## src/rtl/mbx_pkg.sv

```systemverilog
package mbx_pkg;
  localparam logic [2:0] HA_STATUS = 3'd0;
  localparam logic [2:0] HA_BYTE   = 3'd1;
  localparam logic [2:0] HA_DATA   = 3'd2;
  localparam logic [2:0] HA_CTL    = 3'd4;
  localparam logic [2:0] HA_MODE   = 3'd5;
  localparam logic [2:0] HA_RST    = 3'd6;

  localparam logic [1:0] TA_STATUS = 2'd0;
  localparam logic [1:0] TA_BYTE   = 2'd1;
  localparam logic [1:0] TA_ACK    = 2'd2;

  localparam logic [7:0] CODE_ACK  = 8'h20;
  localparam logic [7:0] CODE_FIN  = 8'h01;
  localparam logic [7:0] CODE_ARM  = 8'h71;
  localparam logic [7:0] MODE_FIRE = 8'h01;
  localparam int         PEND_BIT  = 4;
endpackage

```

## src/rtl/mbx_fifo.sv

```systemverilog
module mbx_fifo #(
  parameter int DW    = 16,
  parameter int DEPTH = 64,
  localparam int AW   = $clog2(DEPTH),
  localparam int CW   = $clog2(DEPTH + 1)
) (
  input  logic          clk_i,
  input  logic          rst_ni,
  input  logic          push_i,
  input  logic [DW-1:0] din_i,
  input  logic          pop_i,
  output logic [DW-1:0] dout_o,
  output logic          empty_o,
  output logic          full_o,
  output logic [CW-1:0] level_o
);
  logic [DW-1:0] mem_q [DEPTH];
  logic [AW-1:0] wp_q, rp_q;
  logic [CW-1:0] cnt_q;
  logic do_push, do_pop;

  assign empty_o = (cnt_q == '0);
  assign full_o  = (cnt_q == CW'(DEPTH));
  assign level_o = cnt_q;
  assign dout_o  = mem_q[rp_q];
  assign do_push = push_i & ~full_o;
  assign do_pop  = pop_i & ~empty_o;

  always_ff @(posedge clk_i) begin
    if (do_push) mem_q[wp_q] <= din_i;
  end

  always_ff @(posedge clk_i or negedge rst_ni) begin
    if (!rst_ni) begin
      wp_q  <= '0;
      rp_q  <= '0;
      cnt_q <= '0;
    end else begin
      if (do_push) wp_q <= wp_q + AW'(1);
      if (do_pop)  rp_q <= rp_q + AW'(1);
      case ({do_push, do_pop})
        2'b10:   cnt_q <= cnt_q + CW'(1);
        2'b01:   cnt_q <= cnt_q - CW'(1);
        default: cnt_q <= cnt_q;
      endcase
    end
  end
endmodule

```

## src/rtl/mbx_flags.sv

```systemverilog
module mbx_flags (
  input  logic       clk_i,
  input  logic       rst_ni,
  input  logic       cmd_wr_i,
  input  logic [7:0] cmd_byte_i,
  input  logic       arm_i,
  input  logic       tgt_ack_i,
  input  logic       res_wr_i,
  input  logic [7:0] res_byte_i,
  input  logic       hst_ack_i,
  input  logic       hst_fin_i,
  output logic [7:0] cmd_byte_o,
  output logic       cmd_pend_o,
  output logic [7:0] res_byte_o,
  output logic       res_vld_o,
  output logic       ovr_o
);
  logic [7:0] cmd_q, res_q;
  logic       pend_q, vld_q, ovr_q;

  always_ff @(posedge clk_i or negedge rst_ni) begin
    if (!rst_ni) begin
      cmd_q  <= '0;
      res_q  <= '0;
      pend_q <= 1'b0;
      vld_q  <= 1'b0;
      ovr_q  <= 1'b0;
    end else begin
      // command byte locked while pending
      if (cmd_wr_i && !pend_q) cmd_q <= cmd_byte_i;
      if (arm_i)          pend_q <= 1'b1;
      else if (tgt_ack_i) pend_q <= 1'b0;
      if (res_wr_i) begin
        res_q <= res_byte_i;
        vld_q <= 1'b1;
      end else if (hst_ack_i) begin
        vld_q <= 1'b0;
      end
      if (res_wr_i && vld_q && !hst_ack_i) ovr_q <= 1'b1;
      else if (hst_fin_i)                   ovr_q <= 1'b0;
    end
  end

  assign cmd_byte_o = cmd_q;
  assign cmd_pend_o = pend_q;
  assign res_byte_o = res_q;
  assign res_vld_o  = vld_q;
  assign ovr_o      = ovr_q;
endmodule

```

## src/rtl/mbx_reset_gen.sv

```systemverilog
module mbx_reset_gen #(
  parameter int RST_LEN = 16,
  parameter int MW      = 2,
  localparam int NW     = $clog2(RST_LEN + 1)
) (
  input  logic          clk_i,
  input  logic          rst_ni,
  input  logic          ctl_wr_i,
  input  logic [7:0]    ctl_data_i,
  input  logic          mode_wr_i,
  input  logic [7:0]    mode_data_i,
  input  logic          sel_wr_i,
  input  logic [MW-1:0] sel_data_i,
  output logic          tgt_rst_o,
  output logic [MW-1:0] boot_mode_o
);
  logic          armed_q;
  logic [MW-1:0] sel_q, snap_q;
  logic [NW-1:0] cnt_q;
  logic          busy, fire;

  assign busy = (cnt_q != '0);
  assign fire = mode_wr_i && armed_q && (mode_data_i == mbx_pkg::MODE_FIRE) && !busy;

  always_ff @(posedge clk_i or negedge rst_ni) begin
    if (!rst_ni) begin
      armed_q <= 1'b0;
      sel_q   <= '0;
      snap_q  <= '0;
      cnt_q   <= '0;
    end else begin
      if (ctl_wr_i)       armed_q <= (ctl_data_i == mbx_pkg::CODE_ARM);
      else if (mode_wr_i) armed_q <= 1'b0;
      if (sel_wr_i) sel_q <= sel_data_i;
      if (fire) begin
        cnt_q  <= NW'(RST_LEN);
        snap_q <= sel_q;
      end else if (busy) begin
        cnt_q <= cnt_q - NW'(1);
      end
    end
  end

  assign tgt_rst_o   = busy;
  assign boot_mode_o = busy ? snap_q : '0;
endmodule

```

## src/rtl/dbg_mailbox.sv

```systemverilog
module dbg_mailbox #(
  parameter int FIFO_DEPTH = 64,
  parameter int BULK_LVL   = 32,
  parameter int RST_LEN    = 16,
  localparam int DW        = 16,
  localparam int LVL_W     = $clog2(FIFO_DEPTH + 1)
) (
  input  logic          clk_i,
  input  logic          rst_ni,
  input  logic          hst_sel_i,
  input  logic          hst_wr_i,
  input  logic [2:0]    hst_addr_i,
  input  logic [DW-1:0] hst_wdata_i,
  output logic [DW-1:0] hst_rdata_o,
  input  logic          tgt_sel_i,
  input  logic          tgt_wr_i,
  input  logic [1:0]    tgt_addr_i,
  input  logic [7:0]    tgt_wdata_i,
  output logic [7:0]    tgt_rdata_o,
  input  logic          tgt_pop_i,
  output logic [DW-1:0] tgt_word_o,
  output logic          tgt_word_vld_o,
  input  logic          tgt_push_i,
  input  logic [DW-1:0] tgt_push_word_i,
  output logic          tgt_full_o,
  output logic          tgt_rst_o,
  output logic [1:0]    boot_mode_o
);
  import mbx_pkg::*;

  logic hw, hr, tw;
  logic h_byte_wr, h_data_wr, h_data_rd, h_ctl_wr, h_mode_wr, h_rst_wr;
  logic t_byte_wr, t_ack_wr;
  logic h_ack, h_fin, arm;

  logic [7:0]       cmd_byte, res_byte;
  logic             cmd_pend, res_vld, ovr;
  logic             h2t_empty, h2t_full, t2h_empty, t2h_full;
  logic [LVL_W-1:0] h2t_lvl, t2h_lvl;
  logic [DW-1:0]    t2h_head;
  logic [DW-1:0]    hst_status;

  assign hw = hst_sel_i & hst_wr_i;
  assign hr = hst_sel_i & ~hst_wr_i;
  assign tw = tgt_sel_i & tgt_wr_i;

  assign h_byte_wr = hw && hst_addr_i == HA_BYTE;
  assign h_data_wr = hw && hst_addr_i == HA_DATA;
  assign h_data_rd = hr && hst_addr_i == HA_DATA;
  assign h_ctl_wr  = hw && hst_addr_i == HA_CTL;
  assign h_mode_wr = hw && hst_addr_i == HA_MODE;
  assign h_rst_wr  = hw && hst_addr_i == HA_RST;
  assign t_byte_wr = tw && tgt_addr_i == TA_BYTE;
  assign t_ack_wr  = tw && tgt_addr_i == TA_ACK && tgt_wdata_i == CODE_ACK;

  assign h_ack = h_ctl_wr && hst_wdata_i[7:0] == CODE_ACK;
  assign h_fin = h_ctl_wr && hst_wdata_i[7:0] == CODE_FIN;
  assign arm   = h_mode_wr && hst_wdata_i[PEND_BIT];

  mbx_flags u_flags (
    .clk_i      (clk_i),
    .rst_ni     (rst_ni),
    .cmd_wr_i   (h_byte_wr),
    .cmd_byte_i (hst_wdata_i[7:0]),
    .arm_i      (arm),
    .tgt_ack_i  (t_ack_wr),
    .res_wr_i   (t_byte_wr),
    .res_byte_i (tgt_wdata_i),
    .hst_ack_i  (h_ack),
    .hst_fin_i  (h_fin),
    .cmd_byte_o (cmd_byte),
    .cmd_pend_o (cmd_pend),
    .res_byte_o (res_byte),
    .res_vld_o  (res_vld),
    .ovr_o      (ovr)
  );

  mbx_fifo #(.DW(DW), .DEPTH(FIFO_DEPTH)) u_h2t (
    .clk_i   (clk_i),
    .rst_ni  (rst_ni),
    .push_i  (h_data_wr),
    .din_i   (hst_wdata_i),
    .pop_i   (tgt_pop_i),
    .dout_o  (tgt_word_o),
    .empty_o (h2t_empty),
    .full_o  (h2t_full),
    .level_o (h2t_lvl)
  );

  mbx_fifo #(.DW(DW), .DEPTH(FIFO_DEPTH)) u_t2h (
    .clk_i   (clk_i),
    .rst_ni  (rst_ni),
    .push_i  (tgt_push_i),
    .din_i   (tgt_push_word_i),
    .pop_i   (h_data_rd),
    .dout_o  (t2h_head),
    .empty_o (t2h_empty),
    .full_o  (t2h_full),
    .level_o (t2h_lvl)
  );

  mbx_reset_gen #(.RST_LEN(RST_LEN), .MW(2)) u_rst (
    .clk_i       (clk_i),
    .rst_ni      (rst_ni),
    .ctl_wr_i    (h_ctl_wr),
    .ctl_data_i  (hst_wdata_i[7:0]),
    .mode_wr_i   (h_mode_wr),
    .mode_data_i (hst_wdata_i[7:0]),
    .sel_wr_i    (h_rst_wr),
    .sel_data_i  (hst_wdata_i[1:0]),
    .tgt_rst_o   (tgt_rst_o),
    .boot_mode_o (boot_mode_o)
  );

  assign tgt_word_vld_o = ~h2t_empty;
  assign tgt_full_o     = t2h_full;

  assign hst_status = {10'b0, ovr, res_vld, ~cmd_pend, ~h2t_full,
                       (t2h_lvl >= LVL_W'(BULK_LVL)), ~t2h_empty};

  always_comb begin
    unique case (hst_addr_i)
      HA_STATUS: hst_rdata_o = hst_status;
      HA_BYTE:   hst_rdata_o = {8'b0, res_byte};
      HA_DATA:   hst_rdata_o = t2h_empty ? '0 : t2h_head;
      HA_MODE:   hst_rdata_o = DW'(cmd_pend) << PEND_BIT;
      default:   hst_rdata_o = '0;
    endcase
  end

  always_comb begin
    unique case (tgt_addr_i)
      TA_STATUS: tgt_rdata_o = {3'b0, cmd_pend, ~res_vld, 3'b0};
      TA_BYTE:   tgt_rdata_o = cmd_byte;
      default:   tgt_rdata_o = '0;
    endcase
  end
endmodule

```

## config.mk

```make
export PLATFORM = sky130hd
export DESIGN_NAME = dbg_mailbox
export DESIGN_NICKNAME = d
export VERILOG_FILES = /design/src/rtl/mbx_pkg.sv /design/src/rtl/mbx_fifo.sv /design/src/rtl/mbx_flags.sv /design/src/rtl/mbx_reset_gen.sv /design/src/rtl/dbg_mailbox.sv
export SDC_FILE = /design/constraint.sdc
export NUM_CORES = 2
export LEC_CHECK = 0
export ABC_CLOCK_PERIOD_IN_PS = 3200
export CORE_UTILIZATION = 42
export CTS_BUF_LIST = sky130_fd_sc_hd__clkbuf_4 sky130_fd_sc_hd__clkbuf_8
export DETAILED_ROUTE_END_ITERATION = 10
export PLACE_DENSITY = 0.65
export SYNTH_ARGS = -nofsm -noshare
export SYNTH_HDL_FRONTEND = slang
export SYNTH_SLANG_ARGS = --single-unit
export TNS_END_PERCENT = 50
```

## constraint.sdc

```tcl
create_clock -name clk_i -period 3.2 [get_ports clk_i]
set_clock_uncertainty 0.1 [all_clocks]
set_input_delay 0.32 -clock clk_i [delete_from_list [all_inputs] [get_ports clk_i]]
set_output_delay 0.32 -clock clk_i [all_outputs]
set_load 0.005 [all_outputs]
```

* Word-level counts from Yosys, hierarchy flattened *
Memories as Yosys holds them, arrays and structs flattened.
Cells that the tools add are included.

storage, ports and cells
  bits in writable memories = 2048
  output and inout port bits = 45
  flip-flop bits (word level) = 67
  logic and storage cells = 111
  memories kept = 2
  input port bits = 53

operators by class
  $add $sub $neg = 9
  equality and inequality tests = 17
  magnitude comparators = 1
  reductions and logical operators = 33
  bitwise operators = 14
  multiplexer cells = 20

memory list
  memory       words  bits a word  read ports  clocked after memory_dff  wr ports  RTL line        text
  u_h2t.mem_q  64     16           1           0                         1         mbx_fifo.sv:17  logic [DW-1:0] mem_q [DEPTH];
  u_t2h.mem_q  64     16           1           0                         1         mbx_fifo.sv:17

operator list
  kind                                                                count
  case mux 16 bit (4 select lines)                                    1
  case mux 7 bit (2 select lines)                                     2
  adder 6 x 1 -> 6 bit (second input constant)                        4
  logical AND 1 bit                                                   18
  == test 8 x 6 -> 1 bit (second input constant)                      2
  2-to-1 mux 16 bit                                                   1
  case mux 8 bit (2 select lines)                                     1
  adder 7 x 1 -> 7 bit (second input constant)                        2
  == test 7 bit (second input constant)                               2
  logical NOT 7 bit                                                   2
  nonzero test 2 bit                                                  7
  subtractor 7 x 1 -> 7 bit (second input constant)                   2
  2-to-1 mux 1 bit                                                    12
  2-to-1 mux 5 bit                                                    2
  == test 3 bit (second input constant)                               3
  == test 8 x 1 -> 1 bit (second input constant)                      1
  == test 8 x 7 -> 1 bit (second input constant)                      1
  bitwise AND 1 bit                                                   7
  greater-or-equal comparator 7 x 6 -> 1 bit (second input constant)  1
  inverter 1 bit                                                      7
  == test 2 x 1 -> 1 bit (second input constant)                      3
  == test 2 bit (second input constant)                               3
  nonzero test 5 bit                                                  1
  subtractor 5 x 1 -> 5 bit (second input constant)                   1
  6 further kinds                                                     8

* Logic depth before layout (Yosys ltp) *
  depth in word-level cells = 6
  gate-level depth with buffers = 13
  depth with buffers taken out = 13

* Hierarchy *
A second synthesis with hierarchy kept.

second synthesis, totals
  cells, all modules = 4046
  area total of the unflattened synthesis = 82594.2 um^2

modules (own cells, without submodules)
  module             times used  area an instance (um^2)  cells an instance  seq. area each (um^2)
  mbx_fifo at u_h2t  1           40525.1                  1969               31224.9
  mbx_fifo at u_t2h  1           40324.9                  1917               31224.9
  mbx_flags          1           744.5                    44                 475.5
  dbg_mailbox        1           505.5                    73                 0.0
  mbx_reset_gen      1           494.2                    43                 250.2

* Worst setup path before layout *
No wires, ideal clock.

  path kind = register -> register
  start = register u_t2h.cnt_q[0], in the netlist u_t2h.level_o[0]
  end = register u_t2h.cnt_q[6], in the netlist u_t2h.level_o[6]
  setup time = 0.080 ns
  data required time = 3.020 ns
  buffers on the path = 0
  data arrival time = 3.020 ns
  period minus slack after synthesis = 3.200 ns
  stages on the path, launching flop included = 13
  setup slack = 0.000 ns
  path through = dfrtp_1 -> or4_1 -> nor4_2 -> nor2b_1 -> inv_2 -> ha_1 -> ha_1 -> nor2b_1 -> o21ai_0 -> a21boi_0 -> or4_1 -> nand3_1 -> xnor2_1

on the way
  cells in the longest elaborated chain, start to end = 5
  elaborated cells on any way between the ends = 12
  those cells by class = 2 x add/sub; 3 x eq/ne; 1 x mux; 4 x bitwise; 2 x reduce/logical

RTL lines
  item                                                                          RTL line           text
  start, declared                                                               mbx_fifo.sv:19     logic [CW-1:0] cnt_q;
  start signal, assigned                                                        mbx_fifo.sv:42     2'b10: cnt_q <= cnt_q + CW'(1);
  start signal, assigned                                                        mbx_fifo.sv:43     2'b01: cnt_q <= cnt_q - CW'(1);
  start signal, assigned                                                        mbx_fifo.sv:44     default: cnt_q <= cnt_q;
  == test 7 bit *                                                               mbx_fifo.sv:23     assign full_o = (cnt_q == CW'(DEPTH));
  named net tgt_full_o                                                          dbg_mailbox.sv:25  output logic tgt_full_o,
  inverter 1 bit *                                                              mbx_fifo.sv:26     assign do_push = push_i & ~full_o;
  bitwise AND 1 bit *                                                           mbx_fifo.sv:26
  == test 2 x 1 -> 1 bit / == test 2 bit (equally long branches)                mbx_fifo.sv:41     case ({do_push, do_pop})
  case mux 7 bit (2 select lines) / nonzero test 2 bit (equally long branches)  -

The timed path passes the listed nets; every way through them passes the cells marked *.
A chain may end at the register's enable or synchronous reset.

* Worst setup path after layout *
  start = register u_h2t.rp_q[0]
  end = output tgt_word_o[10]

on the way
  cells in the longest elaborated chain, start to end = 1

RTL lines
  item                    RTL line           text
  start, declared         mbx_fifo.sv:18     logic [AW-1:0] wp_q, rp_q;
  start signal, assigned  mbx_fifo.sv:40     if (do_pop) rp_q <= rp_q + AW'(1);
  memory (64 x 16 bit)    -
  end, declared           dbg_mailbox.sv:21  output logic [DW-1:0] tgt_word_o,

Every way passes these cells.

==> run_summary.xml <==
<?xml version="1.0" encoding="UTF-8"?>
<metrics>
  <group name="synth">
    <metric name="async_reset_ff_frac" unit="">0.0317</metric>
    <metric name="synth_seq_cells" unit="">2115</metric>
    <metric name="syn-num-nets" unit="">3851</metric>
    <metric name="post_synth_fa_ha_maj_area_fraction" unit="">0.00308</metric>
    <metric name="synthXorXnorAreaFrac" unit="">0.00299</metric>
    <metric name="yosys_warnings" unit="">0</metric>
    <metric name="share_of_synthesized_cell_area_in_and_or_nand_and_nor_gates" unit="">0.0222</metric>
    <metric name="cell_type_contributing_the_most_total_cell_area_after_synthesis" unit="">sky130_fd_sc_hd__edfxtp_1</metric>
    <metric name="post_synth.cell_area_avg" unit="µm²">21.7</metric>
    <metric name="synth_area_leaders" unit="">sky130_fd_sc_hd__edfxtp_1, sky130_fd_sc_hd__mux4_2, sky130_fd_sc_hd__dfrtp_1</metric>
    <metric name="synth_enable_flop_cells" unit="">2048</metric>
    <metric name="synth_top_family_by_area" unit="">multiplexers</metric>
    <metric name="synthesis.area" unit="µm²">82000</metric>
    <metric name="synth_mux_area_frac" unit="">0.163</metric>
    <metric name="synth_largest_type_area_fraction" unit="">0.750</metric>
    <metric name="postSynth.topFlopCell" unit="">sky130_fd_sc_hd__edfxtp_1</metric>
    <metric name="synth.yosys.seq_area_share" unit="">0.770</metric>
    <metric name="synth_compound_gate_area_share" unit="">0.0250</metric>
    <metric name="synthCells" unit="">3779</metric>
    <metric name="ys_types" unit="">65</metric>
  </group>
  <group name="global_route">
    <metric name="grt_start_max_net_pins" unit="">69</metric>
    <metric name="grt_remaining_overflow" unit="">0</metric>
    <metric name="first_pass_grt_wire_length" unit="mm">302</metric>
    <metric name="track_usage" unit="">0.212</metric>
    <metric name="initial_antenna_violation_count" unit="">5</metric>
    <metric name="first_global_vias" unit="">43100</metric>
  </group>
  <group name="die">
    <metric name="initial_utilization" unit="">0.425</metric>
    <metric name="die_area" unit="µm²">197000</metric>
    <metric name="chipWidth" unit="µm">444</metric>
    <metric name="die_span_y" unit="µm">444</metric>
    <metric name="floorplan.io_pins" unit="">98</metric>
    <metric name="core" unit="µm²">193000</metric>
    <metric name="rows" unit="">161</metric>
  </group>
  <group name="clocking">
    <metric name="cts_htree_levels" unit="">5</metric>
    <metric name="tritoncts.num_buffers" unit="">347</metric>
    <metric name="number_of_buffers_on_the_longest_clock_path" unit="">4</metric>
    <metric name="cts.reportedPaths.clkPinSlew" unit="ns">0.06</metric>
    <metric name="clock_latency" unit="ns">1.04</metric>
    <metric name="clock_tree_from_tritoncts" unit="">built</metric>
    <metric name="root_cell_of_the_clock_tree" unit="">sky130_fd_sc_hd__clkbuf_8</metric>
    <metric name="clock_sinks" unit="">2115</metric>
  </group>
  <group name="critical_path">
    <metric name="crit_fanout" unit="">8</metric>
    <metric name="cp.depth" unit="">10</metric>
    <metric name="rrSetupSlack" unit="ns">-0.06</metric>
    <metric name="cp.arrival" unit="ns">3.81</metric>
    <metric name="ff2ff_path_depth" unit="">13</metric>
    <metric name="crit_path_cell_trace" unit="">buf_12 -&gt; buf_16 -&gt; buf_12 -&gt; buf_6 -&gt; mux4_2 -&gt; mux4_2 -&gt; a22oi_2 -&gt; buf_4 -&gt; nand3_4 -&gt; buf_6</metric>
    <metric name="crit_path_end" unit="">tgt_word_o[10]</metric>
    <metric name="timing.critical_path.from_type" unit="">flip-flop</metric>
    <metric name="max_stage_delay" unit="ns">0.50</metric>
    <metric name="worstReg2RegStart" unit="">u_t2h.level_o[0]</metric>
    <metric name="critPathTopFamily" unit="">multiplexers</metric>
    <metric name="critPathRequiredTime" unit="ns">2.78</metric>
    <metric name="critPathSlowestCell" unit="">sky130_fd_sc_hd__mux4_2</metric>
    <metric name="crit_type" unit="">reg2out</metric>
    <metric name="path_buf_inv" unit="">6</metric>
    <metric name="setup.worst_path.end_class" unit="">output pin</metric>
    <metric name="timing.rr.end" unit="">u_t2h.level_o[6]</metric>
    <metric name="critPathLaunch" unit="">u_h2t.rp_q[0]</metric>
  </group>
  <group name="route">
    <metric name="wirelength" unit="mm">209</metric>
    <metric name="wire_per_inst" unit="µm">28.0</metric>
    <metric name="wl_met3" unit="mm">13.6</metric>
    <metric name="detailroute.wirelength.met2" unit="mm">104</metric>
    <metric name="dr_total_vias" unit="">42600</metric>
    <metric name="dr.max_layer_used" unit="">met5</metric>
    <metric name="drt-pass1-iter-count" unit="">5</metric>
    <metric name="vias_per_cell" unit="">5.69</metric>
    <metric name="met1Wirelength" unit="mm">84.7</metric>
    <metric name="ant_nets" unit="">0</metric>
    <metric name="drt_iter0_drc" unit="">4162</metric>
    <metric name="drc" unit="">0</metric>
  </group>
  <group name="placed_design">
    <metric name="detailed_placer_s_ending_hpwl" unit="mm">128</metric>
    <metric name="io_buffers" unit="">97</metric>
    <metric name="detailedPlace.worstSlack" unit="ns">-0.667</metric>
    <metric name="place.gp.congestion" unit="">0.860</metric>
  </group>
  <group name="final_layout">
    <metric name="flow.area_growth_from_synthesis" unit="%">22.4</metric>
    <metric name="num-fill-cells" unit="">14900</metric>
    <metric name="nets" unit="">4789</metric>
    <metric name="area.sequential" unit="µm²">63200</metric>
    <metric name="multi_input_logic_area" unit="µm²">18700</metric>
    <metric name="commonest_cells_after_routing_fill_and_taps_aside" unit="">sky130_fd_sc_hd__edfxtp_1, sky130_fd_sc_hd__mux4_2, sky130_fd_sc_hd__buf_4, sky130_fd_sc_hd__clkbuf_8, sky130_fd_sc_hd__buf_12</metric>
    <metric name="layout.cells.most_common" unit="">sky130_fd_sc_hd__edfxtp_1</metric>
    <metric name="fin_util" unit="">0.520</metric>
    <metric name="drive_above_1_share" unit="">0.395</metric>
  </group>
  <group name="timing">
    <metric name="slew_headroom" unit="">0.203</metric>
    <metric name="total_negative_slack_for_setup_checks" unit="ns">-26.03</metric>
    <metric name="achievable-frequency" unit="MHz">236</metric>
    <metric name="hold_viol_final" unit="">0</metric>
    <metric name="final-max-slew-violation-count" unit="">0</metric>
    <metric name="post-route-worst-setup-slack" unit="ns">-1.03</metric>
    <metric name="finalSetupViolations" unit="">34</metric>
    <metric name="finalHoldWorstSlack" unit="ns">0.0880</metric>
    <metric name="worst_slew_pin_slew" unit="ns">1.20</metric>
    <metric name="rsz_0062_raised_after_global_routing" unit="">true</metric>
    <metric name="timing.final.crit_period" unit="ns">4.23</metric>
    <metric name="tcrit_tclk_final" unit="">1.32</metric>
  </group>
  <group name="flow_run">
    <metric name="cap_violations" unit="">0</metric>
  </group>
  <group name="power_and_ir_drop">
    <metric name="pwr_dens" unit="nW/µm²">797</metric>
    <metric name="static_leakage" unit="µW">0.0329</metric>
    <metric name="p_seq_frac" unit="">0.396</metric>
    <metric name="cellInternalPower" unit="µW">56500</metric>
    <metric name="clock_power_share" unit="">0.276</metric>
    <metric name="power.share.switching" unit="">0.294</metric>
    <metric name="power.share.combinational" unit="">0.328</metric>
    <metric name="net-switching-power" unit="µW">23500</metric>
    <metric name="vdd_ir_drop_max" unit="mV">0.449</metric>
  </group>
  <group name="outcome">
    <metric name="status" unit="">finished, violations left</metric>
    <metric name="failed_checks" unit="">negative setup slack</metric>
  </group>
  <group name="min_path">
    <metric name="min_path_cells" unit="">4</metric>
    <metric name="worstHoldPathType" unit="">in2reg</metric>
  </group>
</metrics>
## flip-flops by register name (all words and copies together) (netlist names), 7 cells and up
register / flops
u_t2h.level_o: 7
u_flags.cmd_byte_o: 8
u_h2t.level_o: 7
u_h2t.mem_q: 1024
u_t2h.mem_q: 1024
u_flags.res_byte_o: 8
## cell families after synthesis
logic type                 Yosys count
DFF                               2115
adders and majority gates           19
and+or+nand+nor                    399
buffers and inverters              224
xor gates and xnor gates            28
AOI/OAI and AO/OA                  313
muxes                              681
## stage by stage
step | instance area, µm² | std cells | power, µW
after global placement | 91200 | 6747 | 55000
after floorplan | 82000 | 3779 | 45300
after global routing | 100000 | 7480 | 82900
final | 100000 | 7483 | 80000
after detailed placement | 91200 | 6747 | 55100
after CTS | 100000 | 7462 | 80000
## repair_timing
action	in CTS	in global routing
endpoints found under the hold margin	1490	0
gates cloned	11	0
endpoints found under the setup margin	38	40
pin swaps	70	43
gates resized for setup	361	92
buffers inserted	74	18
hold buffers	52	0
## power groups by stage
stage,logic [µW],registers [µW],clock network [µW]
floorplan,13400,31900,0
global placement,22700,32200,0
detailed placement,22900,32300,0
CTS,25800,31700,22500
global route,27500,31700,23700
finish,26200,31700,22100
## how the worst min path moves through the flow
stage	endpoint	from	slack [ns]
after floorplan	u_flags.cmd_byte_o[0]	rst_ni	-0.08
after global placement	u_rst.armed_q	u_rst.armed_q	0.36
after detailed placement	u_rst.cnt_q[4]	u_rst.cnt_q[4]	0.37
after CTS	u_h2t.rp_q[0]	tgt_pop_i	0.002
after global routing	u_h2t.rp_q[0]	tgt_pop_i	0.05
final	u_h2t.rp_q[0]	tgt_pop_i	0.09
## cell type report
| class | count | area share |
|---|---|---|
| clock buffer | 451 | 0.0560 |
| inverter | 21 | 0.000835 |
| antenna | 8 | 0.000199 |
| sequential | 2115 | 0.630 |
| multi-input combinational | 1440 | 0.187 |
| tap | 2526 | 0.0315 |
| clock inverter | 130 | 0.00708 |
| timing repair buffer | 792 | 0.0883 |
## synth_stat cells, types with 5 or more instances
library cell,number
sky130_fd_sc_hd__a221oi_1,10
sky130_fd_sc_hd__buf_6,13
sky130_fd_sc_hd__a21oi_1,62
sky130_fd_sc_hd__xor2_1,5
sky130_fd_sc_hd__clkbuf_1,88
sky130_fd_sc_hd__inv_1,19
sky130_fd_sc_hd__a22oi_1,44
sky130_fd_sc_hd__buf_4,25
sky130_fd_sc_hd__buf_2,46
sky130_fd_sc_hd__buf_1,31
sky130_fd_sc_hd__a31oi_1,5
sky130_fd_sc_hd__nand2_1,100
sky130_fd_sc_hd__a21o_1,6
sky130_fd_sc_hd__a32oi_1,13
sky130_fd_sc_hd__o21ai_0,75
sky130_fd_sc_hd__mux2_2,32
sky130_fd_sc_hd__nor2b_1,15
sky130_fd_sc_hd__o22ai_1,19
sky130_fd_sc_hd__nor3_1,5
sky130_fd_sc_hd__mux4_2,521
sky130_fd_sc_hd__a211oi_1,22
sky130_fd_sc_hd__mux2i_1,128
sky130_fd_sc_hd__and2_1,17
sky130_fd_sc_hd__edfxtp_1,2048
sky130_fd_sc_hd__or3_1,5
sky130_fd_sc_hd__dfrtp_1,67
sky130_fd_sc_hd__ha_1,17
sky130_fd_sc_hd__nor2_1,178
sky130_fd_sc_hd__nand3_1,30
sky130_fd_sc_hd__nand2b_1,6
sky130_fd_sc_hd__xnor2_1,23
sky130_fd_sc_hd__o21ai_1,5
sky130_fd_sc_hd__nand3b_1,10
sky130_fd_sc_hd__o221ai_1,23
## metal layers
| metal | vias up | GRT usage |
|---|---|---|
| met3 | 375 | 0.0374 |
| met5 | - | 0 |
| li1 | 17800 | - |
| met2 | 1696 | 0.348 |
| met4 | 4 | 0.0758 |
| met1 | 22700 | 0.285 |
## worst min-delay path, delay by kind of cell
kind                      cells  cell delay [ns]
buffers and inverters         2             0.57
and+or+nand+nor               1             0.16
xor gates and xnor gates      1             0.13
(Power assumes the default switching activity.)
